<file path="src/rtl/crc_eng_pkg.sv">
package crc_eng_pkg;
  localparam int DATA_W       = 16;
  localparam int NARROW_W     = 8;
  localparam int DEPTH_NARROW = 16;
  localparam int DEPTH_WIDE   = 8;
  localparam int PTR_W        = $clog2(DEPTH_NARROW);
  localparam int CNT_W        = PTR_W + 1;
  localparam int LEN_W        = $clog2(DATA_W);
  localparam int BIT_W        = $clog2(DATA_W) + 1;

  typedef struct packed {
    logic push;
    logic load;
    logic shift;
    logic remWr;
    logic polyWr;
    logic wide;
  } strobe_t;
endpackage

</file>
<file path="src/rtl/crc_eng_ctrl.sv">
module crc_eng_ctrl
  import crc_eng_pkg::*;
(
  input  logic                clk,
  input  logic                rst_n,
  input  logic                idleIn,
  input  logic                ctrlWrEn,
  input  logic                polyWrEn,
  input  logic                remWrEn,
  input  logic                dataWrEn,
  input  logic [DATA_W-1:0]   wrData,
  output strobe_t             stb,
  output logic [PTR_W-1:0]    wrPtr,
  output logic [PTR_W-1:0]    rdPtr,
  output logic [LEN_W-1:0]    lenField,
  output logic [15:0]         ctrlRdData,
  output logic [CNT_W-1:0]    fifoCount,
  output logic                fifoFull,
  output logic                fifoEmpty
);
  logic             goBit, idleStop, shOn;
  logic [BIT_W-1:0] bitsLeft;
  logic [CNT_W-1:0] maxDepth;
  logic             wide, suspend, active, push, load, shift, workLeft;

  always_comb begin
    wide      = (lenField >= LEN_W'(NARROW_W));
    maxDepth  = wide ? CNT_W'(DEPTH_WIDE) : CNT_W'(DEPTH_NARROW);
    fifoFull  = (fifoCount == maxDepth);
    fifoEmpty = (fifoCount == '0);
    suspend   = idleStop & idleIn;
    active    = (goBit | shOn) & ~suspend;
    load      = active && (bitsLeft == '0) && !fifoEmpty;
    shift     = active && (bitsLeft != '0);
    push      = dataWrEn && !fifoFull;
    workLeft  = !fifoEmpty || (bitsLeft != '0);
    stb.push   = push;
    stb.load   = load;
    stb.shift  = shift;
    stb.remWr  = remWrEn;
    stb.polyWr = polyWrEn;
    stb.wide   = wide;
    ctrlRdData = {2'b00, idleStop, fifoCount, fifoFull, fifoEmpty,
                  1'b0, goBit, lenField};
  end

  always_ff @(posedge clk) begin
    if (!rst_n) begin
      goBit     <= 1'b0;
      idleStop  <= 1'b0;
      lenField  <= '0;
      shOn      <= 1'b0;
      wrPtr     <= '0;
      rdPtr     <= '0;
      fifoCount <= '0;
      bitsLeft  <= '0;
    end else begin
      if (ctrlWrEn) begin
        idleStop <= wrData[13];
        goBit    <= wrData[4];
        lenField <= wrData[LEN_W-1:0];
      end
      shOn <= goBit | (shOn & workLeft);
      if (push) wrPtr <= wrPtr + 1'b1;
      if (load) rdPtr <= rdPtr + 1'b1;
      if (push && !load)      fifoCount <= fifoCount + 1'b1;
      else if (load && !push) fifoCount <= fifoCount - 1'b1;
      if (load)       bitsLeft <= wide ? BIT_W'(DATA_W) : BIT_W'(NARROW_W);
      else if (shift) bitsLeft <= bitsLeft - 1'b1;
    end
  end
endmodule

</file>
<file path="src/rtl/crc_eng_dp.sv">
module crc_eng_dp
  import crc_eng_pkg::*;
(
  input  logic              clk,
  input  logic              rst_n,
  input  strobe_t           stb,
  input  logic [PTR_W-1:0]  wrPtr,
  input  logic [PTR_W-1:0]  rdPtr,
  input  logic [LEN_W-1:0]  lenField,
  input  logic [DATA_W-1:0] wrData,
  output logic [DATA_W-1:0] polyRdData,
  output logic [DATA_W-1:0] remRdData
);
  logic [DATA_W-1:0] fifoMem [DEPTH_NARROW];
  logic [DATA_W-1:0] shReg, remReg, polyReg, mask, remNext;
  logic              feedBit;

  always_comb begin
    mask    = ~({DATA_W{1'b1}} << ((LEN_W+1)'(lenField) + (LEN_W+1)'(1)));
    feedBit = shReg[DATA_W-1] ^ remReg[lenField];
    remNext = ((remReg << 1) ^ (feedBit ? polyReg : '0)) & mask;
    polyRdData = polyReg;
    remRdData  = remReg;
  end

  always_ff @(posedge clk) begin
    if (stb.push) fifoMem[wrPtr] <= wrData;
  end

  always_ff @(posedge clk) begin
    if (!rst_n) begin
      shReg   <= '0;
      remReg  <= '0;
      polyReg <= '0;
    end else begin
      if (stb.polyWr) polyReg <= wrData;
      if (stb.load)
        shReg <= stb.wide ? fifoMem[rdPtr] : (fifoMem[rdPtr] << (DATA_W - NARROW_W));
      else if (stb.shift)
        shReg <= shReg << 1;
      if (stb.remWr)      remReg <= wrData & mask;
      else if (stb.shift) remReg <= remNext;
    end
  end
endmodule

</file>
<file path="src/rtl/crc_fifo_engine.sv">
module crc_fifo_engine
  import crc_eng_pkg::*;
(
  input  logic              clk,
  input  logic              rst_n,
  input  logic              idleIn,
  input  logic              ctrlWrEn,
  input  logic              polyWrEn,
  input  logic              remWrEn,
  input  logic              dataWrEn,
  input  logic [15:0]       wrData,
  output logic [15:0]       ctrlRdData,
  output logic [15:0]       polyRdData,
  output logic [15:0]       remRdData,
  output logic [4:0]        fifoCount,
  output logic              fifoFull,
  output logic              fifoEmpty
);
  strobe_t          stb;
  logic [PTR_W-1:0] wrPtr, rdPtr;
  logic [LEN_W-1:0] lenField;

  crc_eng_ctrl u_ctrl (
    .clk(clk), .rst_n(rst_n), .idleIn(idleIn), .ctrlWrEn(ctrlWrEn),
    .polyWrEn(polyWrEn), .remWrEn(remWrEn), .dataWrEn(dataWrEn),
    .wrData(wrData), .stb(stb), .wrPtr(wrPtr), .rdPtr(rdPtr),
    .lenField(lenField), .ctrlRdData(ctrlRdData), .fifoCount(fifoCount),
    .fifoFull(fifoFull), .fifoEmpty(fifoEmpty)
  );

  crc_eng_dp u_dp (
    .clk(clk), .rst_n(rst_n), .stb(stb), .wrPtr(wrPtr), .rdPtr(rdPtr),
    .lenField(lenField), .wrData(wrData), .polyRdData(polyRdData),
    .remRdData(remRdData)
  );
endmodule

</file>
<file path="config.mk">
export PLATFORM = sky130hd
export DESIGN_NAME = crc_fifo_engine
export DESIGN_NICKNAME = d
export VERILOG_FILES = /design/src/rtl/crc_eng_pkg.sv /design/src/rtl/crc_eng_ctrl.sv /design/src/rtl/crc_eng_dp.sv /design/src/rtl/crc_fifo_engine.sv
export SDC_FILE = /design/constraint.sdc
export NUM_CORES = 1
export LEC_CHECK = 0
export ABC_CLOCK_PERIOD_IN_PS = 4700
export BUFFER_PORTS_ARGS = -buffer_cell sky130_fd_sc_hd__clkbuf_2
export CAP_MARGIN = 10
export CORE_ASPECT_RATIO = 1.25
export CORE_UTILIZATION = 29
export CTS_BUF_LIST = sky130_fd_sc_hd__clkbuf_4 sky130_fd_sc_hd__clkbuf_8
export DETAILED_ROUTE_END_ITERATION = 10
export PLACE_DENSITY_LB_ADDON = 0.3
export SETUP_SLACK_MARGIN = 0.4
export SLEW_MARGIN = 20
export SYNTH_ARGS = -nofsm -noshare
export SYNTH_HDL_FRONTEND = slang
export SYNTH_SLANG_ARGS = --single-unit
</file>
<file path="constraint.sdc">
create_clock -name clk -period 4.7 [get_ports clk]
set_clock_uncertainty 0.15 [all_clocks]
set_input_delay 0.235 -clock clk [delete_from_list [all_inputs] [get_ports clk]]
set_output_delay 0.235 -clock clk [all_outputs]
set_load 0.01 [all_outputs]
</file>
==> results of run 1 <==
worst max-delay path by stage:
stage | cells past startpoint | end
2_1_floorplan | 15 | u_ctrl.fifoCount[4]$_SDFFE_PN0P_
3_3_place_gp | 14 | u_ctrl.fifoCount[4]$_SDFFE_PN0P_
3_5_place_dp | 14 | u_ctrl.fifoCount[4]$_SDFFE_PN0P_
4_1_cts | 14 | u_ctrl.fifoCount[4]$_SDFFE_PN0P_
5_1_grt | 14 | u_ctrl.fifoCount[4]$_SDFFE_PN0P_
6_report | 14 | u_ctrl.fifoCount[4]$_SDFFE_PN0P_
metrics by stage:
step                instance area [um^2]  utilization (%)  total power, mW
floorplan                          13920                -            4.628
global placement                   15050            31.79            5.072
detailed placement                 15050            31.79            5.087
CTS                                16180            34.19            7.579
global route                       16180            34.19            7.853
finish                             16180            34.19            7.487
placed cells by master, fill, tap and decap left out, types with 15 or more instances in the layout:
cell / n
a21oi_1: 69
a22oi_1: 15
buf_4: 30
clkbuf_2: 74
clkbuf_4: 15
clkbuf_8: 53
clkinv_1: 20
dfxtp_1: 74
edfxtp_1: 256
ha_1: 15
inv_1: 15
mux2i_1: 36
mux4_2: 66
nand2_1: 41
nor2_1: 62
o21ai_0: 36
xor2_1: 15
layout make-up:
cell class	count	share of cell area [%]
sequential	333	57.07
tap	637	4.925
inverter	17	0.3943
clock inverter	27	1.314
clock buffer	68	5.204
timing repair buffer	112	4.175
multi-input combinational	499	26.92
synthesized netlist by cell type, types with 7 or more instances:
| cell type | n | area share, % |
|---|---|---|
| edfxtp_1 | 256 | 55 |
| dfxtp_1 | 77 | 11 |
| nor2_1 | 74 | 2.0 |
| a21oi_1 | 69 | 2.5 |
| mux4_2 | 66 | 11 |
| nand2_1 | 41 | 1.1 |
| mux2i_1 | 36 | 2.6 |
| o21ai_0 | 36 | 1.3 |
| clkbuf_1 | 35 | 0.94 |
| inv_1 | 16 | 0.43 |
| a22oi_1 | 15 | 0.81 |
| ha_1 | 15 | 1.3 |
| xor2_1 | 15 | 0.94 |
| a211oi_1 | 13 | 0.70 |
| buf_4 | 13 | 0.70 |
| nor2b_1 | 12 | 0.54 |
| nor3_1 | 10 | 0.36 |
| a31oi_1 | 7 | 0.31 |
| and2_1 | 7 | 0.31 |
| buf_2 | 7 | 0.25 |
| nor3b_1 | 7 | 0.38 |
timing repair:
action                                 CTS  global route
hold buffers                             8             0
resized for setup                        0             0
endpoints found under the hold margin  106             0
power groups by stage:
stage / registers [mW] / clock network [mW] / logic (mW)
global placement: 3.59 / 0 / 1.48
floorplan: 3.49 / 0 / 1.14
finish: 3.53 / 2.48 / 1.48
global route: 3.56 / 2.67 / 1.62
CTS: 3.54 / 2.54 / 1.50
detailed placement: 3.60 / 0 / 1.49
flip-flops by register name, indices dropped and copies added (netlist names), 4 cells and up, named ones only:
name,count
u_ctrl.bitsLeft,5
u_ctrl.fifoCount,5
u_ctrl.lenField,4
u_ctrl.rdPtr,4
u_ctrl.wrPtr,4
u_dp.fifoMem,256
u_dp.polyRdData,16
u_dp.remRdData,16
u_dp.shReg,16
worst reg2reg max path, delay by kind of cell (launching register included):
family	cells	cell delay, ns
flops	1	0.31
xor+xnor	1	0.13
fa+ha+maj	3	0.74
simple gates	4	1.18
buf+inv	3	0.45
compound gates	3	0.65
metal layers:
metal  share of wire [%]  routed length, um
met3                 4.7               1633
met1                  41              14350
met5                   0                  0
met2                  51              17520
met4                 3.3               1136
cell families after synthesis:
group / count (synthesis) / synth area share [%]
multiplexers: 110 / 14.36
other: 1 / 0.02696
flip-flops: 333 / 66.35
AO/OA/AOI/OAI: 179 / 7.979
XOR/XNOR: 19 / 1.250
adder cells (fa/ha/maj): 16 / 1.493
buffers and inverters: 79 / 2.797
AND/OR/NAND/NOR: 172 / 5.748
==> summary.md, run 1 <==
| Metric | Value |
|---|---|
| Fill count | `4,618` |
| Post-Syn Instances | `between 900 and 1,000` |
| Startpoint Class | `register` |
| CTS tree | `yes` |
| Worst slew pin tran | `around 1.1 ns` |
| Worst hold endpoint | `u_dp.fifoMem[6][12]$_DFFE_PP_` |
| Clock Sink Count | `around 330` |
| CP Launch Point | `u_ctrl.bitsLeft[0]$_SDFFE_PN0P_` |
| Synth unique cells | `62` |
| Slowest CP cell | `or4b_1` |
| Internal power | `5.388 mW` |
| Setup slack after layout | `0.9632 ns` |
| Later-pin clock latency in the skew report | `approximately 0.57 ns` |
| Peak supply drop | `219.5 uV` |
| RSZ-0062 raised after global routing | `false` |
| Routability Congestion | `approximately 0.79` |
| Crit path DAT | `approximately 4 ns` |
| Vias in the first global route | `around 8,500` |
| Reg clk slew, reported paths | `roughly 0.060 ns` |
| P_leak | `approximately 5.4 nW` |
| Die extent in x | `slightly below 200 um` |
| Grt met3 use | `under 10%` |
| Total GRT Usage | `approximately 14%` |
| Tcrit/Tclk final | `between 70 and 80%` |
| DR vias | `8,177` |
| Clock Tree Root | `clkbuf_8` |
| Required time of the critical path | `roughly 5.0 ns` |
| Buf+Inv Stages, Crit Path | `3` |
| Reg2reg start | `u_ctrl.bitsLeft[0]$_SDFFE_PN0P_` |
| Status | `complete, no violations` |
| Clock power frac | `around a third` |
| Die H | `246.9 um` |
| Rows | `approximately 90` |
| Max-slew headroom | `a little over a quarter` |
| Fin. Hold Viols | `0` |
| GRT busiest layer | `met2` |
| Worst slack at placement | `roughly 0.97 ns` |
| I/O Pins | `78` |
| Post-Synthesis Cell Area | `about 14,000 um^2` |
| First-pass GRT wire length | `around 52,000 um` |
| Setup bufs post-CTS | `0` |
| First-pass detailed-route iteration total | `5` |
| Switch share | `around 28%` |
| Worst Path Class, Setup | `reg2reg` |
| Residual DRC | `0` |
| Vias/cell | `4.830` |
| PwrDens | `462.7 nW/um^2` |
| Detailed Place HPWL | `roughly 22,000 um` |
| H-tree Lvls | `2` |
| Final worst path period need | `3.737 ns` |
| Mapped Avg Cell Area | `between 15 and 20 um^2` |
| Max_cap viols | `0` |
| Flip-flop and latch count after synthesis | `approximately 330` |
| EDFF count, synth | `around 260` |
| Cts bufs inserted | `52` |
| Switching power total | `around 2.1 mW` |
| Setup violators final | `0` |
| Multi-input logic area | `between 4000 and 5000 um^2` |
| Max Clk Rate | `around 270 MHz` |
| Longest Clk Path Bufs | `3` |
| Fraction of final layout cells sized beyond drive strength 1 | `26.61%` |
| Syn. warnings | `0` |
| Detailed Route WL | `around 35,000 um` |
| Reg2reg path depth | `14` |
| Critical Path Sink Type | `register` |
| Core Area | `approximately 47,000 um^2` |
| Met1 GRT Util | `17.51%` |
| # port buffers | `74` |
| Worst min path class | `in2reg` |
| Hold slack | `about 0.037 ns` |
| CP Cell Sequence | `inv_1 -> ha_1 -> or4b_1 -> a211oi_2 -> inv_1 -> ha_1 -> inv_1 -> ha_1 -> nor2b_1 -> o21a_1 -> or3_1 -> a21oi_1 -> xnor2_1 -> nor2_1` |
| Die area | `48,850 um^2` |
| Met2 usage in global routing | `about 25%` |
| Setup_tns | `0 ns` |
| Asr flop ratio synth | `0%` |
| Seq pwr share | `about 47%` |
| Initial antenna violation count | `0` |
| Combinational share of power | `about a fifth` |
| R2R Setup Slk | `between 0.9 and 1 ns` |
| Crit path max-delay family | `simple AND/OR/NAND/NOR gates` |
| Pin count of the biggest net entering global routing | `between 40 and 50` |
| Hold Path Origin | `wrData[12]` |
| Antenna Nets Post-Route | `0` |
| Diode count | `0` |
| R2R Path End | `u_ctrl.fifoCount[4]$_SDFFE_PN0P_` |
| Final #Nets | `~1,100` |
| Non-filler cells, final | `1,693` |
| CP Max Fanout | `12` |
| Primary FF master, synth | `edfxtp_1` |
| CP peak stage delay | `0.67 ns` |
| Area delta synth->final | `16.34%` |
| Seq/Total Area, Yosys | `~66%` |
| Initial Util | `29.39%` |
| Reg area | `between 9000 and 10,000 um^2` |
| Initial drt markers | `485` |
| Max Slew Vio Count | `0` |
| Grt ovf | `0` |
| Wire per inst | `20.46 um` |
| Hold depth | `1` |
| Dpl cells | `around 1,600` |
(Power assumes the default switching activity.)
==> inputs of run 2 (changes only) <==
ABC_CLOCK_PERIOD_IN_PS = 3600   (was 4700)
clock period = 3.6 ns   (was 4.7 ns; I/O delays follow)
==> summary.md, run 2 (synthesis gave the netlist of run 1 again) <==
| Metric | Value |
|---|---|
| Status | `complete, no violations` |
| PwrDens | `606.9 nW/um^2 (+31%)` |
| Reg clk slew, reported paths | `0.06 ns (about the same)` |
| Reg2reg path depth | `6 (-8)` |
| Worst min path class | `in2reg` |
| Seq pwr share | `45.4% (-1.7 points)` |
| Pin count of the biggest net entering global routing | `48 (unchanged)` |
| R2R Path End | `u_dp.remRdData[11]$_SDFFE_PN0P_` |
| Cts bufs inserted | `53 (+1.9%)` |
| Initial Util | `29.39% (unchanged)` |
| Max-slew headroom | `42.09% (+15 points)` |
| Switching power total | `2.858 mW (+36%)` |
| Fill count | `4,556 (-1.3%)` |
| First-pass detailed-route iteration total | `5 (unchanged)` |
| Clock Sink Count | `333 (unchanged)` |
| Most common cell after layout, fill and taps aside | `edfxtp_1` |
| Fin. Hold Viols | `0 (unchanged)` |
| Reg with most FFs | `u_dp.fifoMem` |
| Peak supply drop | `380.9 uV (+73%)` |
| RSZ-0062 raised after global routing | `false` |
| Combinational share of power | `21.8% (+2.0 points)` |
| Setup_tns | `0 ns (unchanged)` |
| P_leak | `5.572 nW (+3.3%)` |
| Vias in the first global route | `8,587 (+1.2%)` |
| Final #Nets | `1,081 (+2.6%)` |
| Clock power frac | `32.9% (-0.2 points)` |
| Vias/cell | `4.861 (+0.65%)` |
| Internal power | `7.197 mW (+34%)` |
| DR vias | `8,386 (+2.6%)` |
| Setup violators final | `0 (unchanged)` |
| Detailed Route WL | `36,260 um (+4.7%)` |
| H-tree Lvls | `2 (unchanged)` |
| First-pass GRT wire length | `53,880 um (+2.8%)` |
| Residual DRC | `0 (unchanged)` |
| CP Max Fanout | `12 (unchanged)` |
| Later-pin clock latency in the skew report | `0.59 ns (+0.02 ns)` |
| Hold depth | `1 (unchanged)` |
| Util after Layout | `35.01% (+0.82 points)` |
| Grt ovf | `0 (unchanged)` |
| Area delta synth->final | `19.12%` |
| Final worst path period need | `3.009 ns (-0.7282 ns)` |
| Total GRT Usage | `15.07% (+0.60 points)` |
| Clock Tree Root | `clkbuf_8` |
| Max Slew Vio Count | `0 (unchanged)` |
| Wire per inst | `21.02 um (+2.7%)` |
| R2R Setup Slk | `0.59 ns (-0.37 ns)` |
| Hold slack | `0.04561 ns (+0.009062 ns)` |
| Required time of the critical path | `3.98 ns (-1.01 ns)` |
| Startpoint Class | `register` |
| Crit path DAT | `3.39 ns (-0.64 ns)` |
| Die H | `246.9 um (unchanged)` |
| Initial antenna violation count | `0 (unchanged)` |
| Worst Path Class, Setup | `reg2reg` |
| Max Clk Rate | `332.4 MHz (+24%)` |
| Worst hold endpoint | `u_dp.fifoMem[6][7]$_DFFE_PP_` |
| Die area | `48,850 um^2 (unchanged)` |
| Max_cap viols | `0 (unchanged)` |
| Detailed Place HPWL | `23,310 um (+5.9%)` |
| Reg2reg start | `u_ctrl.lenField[1]$_SDFFE_PN0P_` |
| Hold Path Origin | `wrData[7]` |
| Die extent in x | `197.9 um (unchanged)` |
| Switch share | `28.42% (+0.39 points)` |
| Longest Clk Path Bufs | `3 (unchanged)` |
| Tcrit/Tclk final | `83.57% (+4.1 points)` |
| CTS tree | `yes` |
| Routability Congestion | `0.8157 (+2.9%)` |
| # port buffers | `74 (unchanged)` |
| Fraction of final layout cells sized beyond drive strength 1 | `29.81% (+3.2 points)` |
| Critical Path Sink Type | `register` |
| Max reg flops | `256 (unchanged)` |
| Most frequent cells in the layout | `256 x edfxtp_1, 74 x clkbuf_2, 73 x dfxtp_1, 68 x a21oi_1, 66 x mux4_2` |
| I/O Pins | `78 (unchanged)` |
| Post-cts sizing count | `0 (unchanged)` |
| Initial drt markers | `524 (+8.0%)` |
| Core Area | `47,330 um^2 (unchanged)` |
| Antenna Nets Post-Route | `0 (unchanged)` |
| Rows | `89 (unchanged)` |
| Worst slew pin tran | `0.8686 ns (-0.2230 ns)` |
-- run 2: repair_timing --
item                       4_1_cts  5_1_grt
hold buffers                    18        0
hold endpoints to repair       239        0
buffers inserted                 0        1
setup endpoints to repair        0        1
-- run 2: per-stage QoR --
stage / cells / power [mW] / cell area [um^2] / setup slack [ns]
finish: 1725 / 10.06 / 16570 / 0.5914
global route: 1724 / 10.53 / 16570 / 0.4607
CTS: 1723 / 10.17 / 16560 / 0.4774
detailed placement: 1605 / 6.827 / 15270 / 0.5010
global placement: 1605 / 6.800 / 15270 / 0.5043
floorplan: 911 / 6.117 / 13990 / 0.4061
-- run 2: routing by layer --
| layer | global-route usage, % | vias up | share of wire (%) |
|---|---|---|---|
| met5 | 0 | - | 0 |
| met4 | 5.221 | 0 | 2.7 |
| met3 | 2.741 | 66 | 4.3 |
| met2 | 27.30 | 212 | 52 |
| met1 | 17.74 | 4315 | 41 |
| li1 | - | 3793 | - |
-- run 2: worst max path at each step --
stage	from	end	slack, ns	depth (start not counted)
after CTS	u_ctrl.bitsLeft[1]$_SDFFE_PN0P_	u_ctrl.fifoCount[4]$_SDFFE_PN0P_	0.48	14
after detailed placement	u_ctrl.bitsLeft[1]$_SDFFE_PN0P_	u_ctrl.fifoCount[4]$_SDFFE_PN0P_	0.50	14
final	u_ctrl.lenField[1]$_SDFFE_PN0P_	u_dp.remRdData[11]$_SDFFE_PN0P_	0.59	6
after global placement	u_ctrl.bitsLeft[0]$_SDFFE_PN0P_	u_ctrl.fifoCount[4]$_SDFFE_PN0P_	0.50	14
after global routing	u_ctrl.bitsLeft[0]$_SDFFE_PN0P_	u_ctrl.fifoCount[4]$_SDFFE_PN0P_	0.46	14
after floorplan	u_ctrl.bitsLeft[1]$_SDFFE_PN0P_	u_ctrl.fifoCount[4]$_SDFFE_PN0P_	0.41	15
-- run 2: critical path, stage by stage (launching register included) --
cell and delay [ns]:
dfxtp_1 0.44, mux4_1 0.59, mux4_2 0.53, xnor2_2 0.27
or3_2 0.47, a2111oi_2 0.37, o21a_1 0.14
-- run 2: cell type report --
type | count | area [um^2] | area share (%)
Antenna cell | 1 | 2.502 | 0.01510
Clock buffer | 82 | 991.0 | 5.981
Clock inverter | 18 | 115.1 | 0.6947
Inverter | 17 | 66.31 | 0.4002
Multi-Input combinational cell | 499 | 4415 | 26.65
Sequential cell | 333 | 9236 | 55.74
Tap cell | 637 | 797.0 | 4.810
Timing Repair Buffer | 138 | 945.9 | 5.709
-- run 2: power groups by stage --
stage	Sequential, mW	Clock, mW	Combinational, mW
after floorplan	4.56	0	1.56
after global placement	4.64	0	2.16
after detailed placement	4.65	0	2.18
after CTS	4.57	3.40	2.21
after global routing	4.60	3.54	2.39
final	4.56	3.31	2.19
==> inputs of run 3 (changes only) <==
ABC_CLOCK_PERIOD_IN_PS = 2600   (was 3600)
clock period = 2.6 ns   (was 3.6 ns; I/O delays follow)
==> summary.md, run 3 (synthesis gave the netlist of run 1 again) <==
| Metric | Value |
|---|---|
| Initial Util | `29.39% (unchanged)` |
| Violated checks | `setup timing` |
| Worst min path class | `in2reg` |
| Max-slew headroom | `58.75% (+17 points)` |
| Worst slack at placement | `-0.3126 ns (-0.8136 ns)` |
| Diode count | `0 (-1)` |
| Rows | `89 (unchanged)` |
| Die area | `48,850 um^2 (unchanged)` |
| Cell Area, Placed | `16,100 um^2 (+5.4%)` |
| Grt ovf | `0 (unchanged)` |
| Final #Nets | `1,173 (+8.5%)` |
| Hold slack | `0.07448 ns (+0.02887 ns)` |
| Most frequent cells in the layout | `256 x edfxtp_1, 85 x buf_4, 74 x clkbuf_2, 72 x dfxtp_1, 70 x mux4_2` |
| Peak supply drop | `608.0 uV (+60%)` |
| Max_cap viols | `0 (unchanged)` |
| Setup violators final | `13 (+13)` |
| Cts bufs inserted | `53 (unchanged)` |
| Reg clk slew, reported paths | `0.07 ns (about the same)` |
| Pwr Total | `15.53 mW (+54%)` |
| Total GRT Usage | `16.24% (+1.2 points)` |
| Util after Layout | `38.66% (+3.6 points)` |
| Vias/cell | `4.812 (-1.0%)` |
| Initial antenna violation count | `0 (unchanged)` |
| Critical Path Sink Type | `register` |
| Max reg flops | `256 (unchanged)` |
| Setup slack after layout | `-0.3012 ns (-0.8925 ns)` |
| Detailed Route WL | `38,870 um (+7.2%)` |
| Detailed Place HPWL | `24,530 um (+5.2%)` |
| Die H | `246.9 um (unchanged)` |
| Final worst path period need | `2.901 ns (-0.1075 ns)` |
| Clock Tree Root | `clkbuf_8` |
| Pin count of the biggest net entering global routing | `47 (-2.1%)` |
| Fraction of final layout cells sized beyond drive strength 1 | `40.82% (+11 points)` |
| I/O Pins | `78 (unchanged)` |
| Startpoint Class | `register` |
| Vias in the first global route | `9,184 (+7.0%)` |
| Worst slew pin tran | `0.6187 ns (-0.2499 ns)` |
| Routability Congestion | `0.8448 (+3.6%)` |
| Fin. Hold Viols | `0 (unchanged)` |
| Initial drt markers | `525 (+0.19%)` |
| RSZ-0062 raised after global routing | `true` |
| Antenna Nets Post-Route | `0 (unchanged)` |
| P_leak | `6.277 nW (+13%)` |
| Later-pin clock latency in the skew report | `0.59 ns (about the same)` |
| Area delta synth->final | `31.54%` |
| DR vias | `8,725 (+4.0%)` |
| Wire per inst | `21.44 um (+2.0%)` |
| First-pass GRT wire length | `57,750 um (+7.2%)` |
| Required time of the critical path | `2.93 ns (-1.05 ns)` |
| Reg with most FFs | `u_dp.fifoMem` |
| # port buffers | `74 (unchanged)` |
| Max Clk Rate | `344.7 MHz (+3.7%)` |
| Tcrit/Tclk final | `111.6% (+28 points)` |
| Final design area excluding fillers | `18,300 um^2 (+10%)` |
| Die extent in x | `197.9 um (unchanged)` |
| Crit path DAT | `3.23 ns (-0.16 ns)` |
| H-tree Lvls | `2 (unchanged)` |
| CP Max Fanout | `3 (-9)` |
| Most common cell after layout, fill and taps aside | `edfxtp_1` |
| First-pass detailed-route iteration total | `5 (unchanged)` |
| PwrDens | `848.5 nW/um^2 (+40%)` |
| Longest Clk Path Bufs | `3 (unchanged)` |
| CTS tree | `yes` |
| Max Slew Vio Count | `0 (unchanged)` |
| Worst Path Class, Setup | `reg2reg` |
| Core Area | `47,330 um^2 (unchanged)` |
| Status | `finished, violations left` |
| Clock Sink Count | `333 (unchanged)` |
| Residual DRC | `0 (unchanged)` |
## run 3: worst paths after layout
kind / start / endpoint / slack [ns] / depth (start not counted)
max reg2reg: u_ctrl.bitsLeft[1]$_SDFFE_PN0P_ / u_ctrl.fifoCount[4]$_SDFFE_PN0P_ / -0.30 / 14
max: u_ctrl.bitsLeft[1]$_SDFFE_PN0P_ / u_ctrl.fifoCount[4]$_SDFFE_PN0P_ / -0.30 / 14
min reg2reg: u_ctrl.bitsLeft[1]$_SDFFE_PN0P_ / u_ctrl.bitsLeft[1]$_SDFFE_PN0P_ / 0.36 / 2
min: polyWrEn / u_dp.polyRdData[13]$_SDFFE_PN0P_ / 0.07 / 3
## run 3: what timing repair did
item | CTS | global route
gates cloned | 6 | 0
pin swaps | 35 | 38
endpoints found under the hold margin | 330 | 0
setup buffers | 18 | 7
hold buffers | 22 | 0
resized for setup | 87 | 18
setup endpoints to repair | 274 | 156
## run 3: critical path: stages, from the launching register on
cell and delay, ns:
dfxtp_2 0.33, inv_2 0.07, ha_4 0.12, or4b_4 0.47
a211oi_4 0.19, inv_2 0.07, ha_4 0.17, inv_4 0.06
ha_4 0.19, nor2b_4 0.12, o21a_1 0.18, or3_1 0.35
a21oi_2 0.14, xnor2_1 0.12, nor2_1 0.05
## run 3: area by class of cell
cell class                      count  area, um^2
Clock buffer                       69       862.1
Multi-Input combinational cell    499        4912
Tap cell                          637       797.0
Clock inverter                     28       315.3
Fill cell                        4461       29030
Inverter                           17       66.31
Sequential cell                   333        9240
Timing Repair Buffer              230        2103
## run 3: metrics by stage
stage,std cells,TNS (ns)
floorplan,911,-1.120
global placement,1663,-0.5250
detailed placement,1663,-0.7785
CTS,1806,-1.232
global route,1813,-2.532
finish,1813,-0.9627
## run 3: routing by layer
metal  up-vias  track usage, %  wire, um
li1       3967               -         -
met1      4438           19.34     15620
met2       240           28.72     20090
met3        80           2.728      1758
met4         0           6.954      1404
met5         -               0         0
## run 3: where the power goes
part	leakage [nW]	switching [mW]	internal [mW]	total, mW
clock network	0.599	2.07	2.87	4.94
logic	2.73	2.15	2.21	4.36
registers	2.94	0.179	6.04	6.22
total	6.28	4.40	11.1	15.5
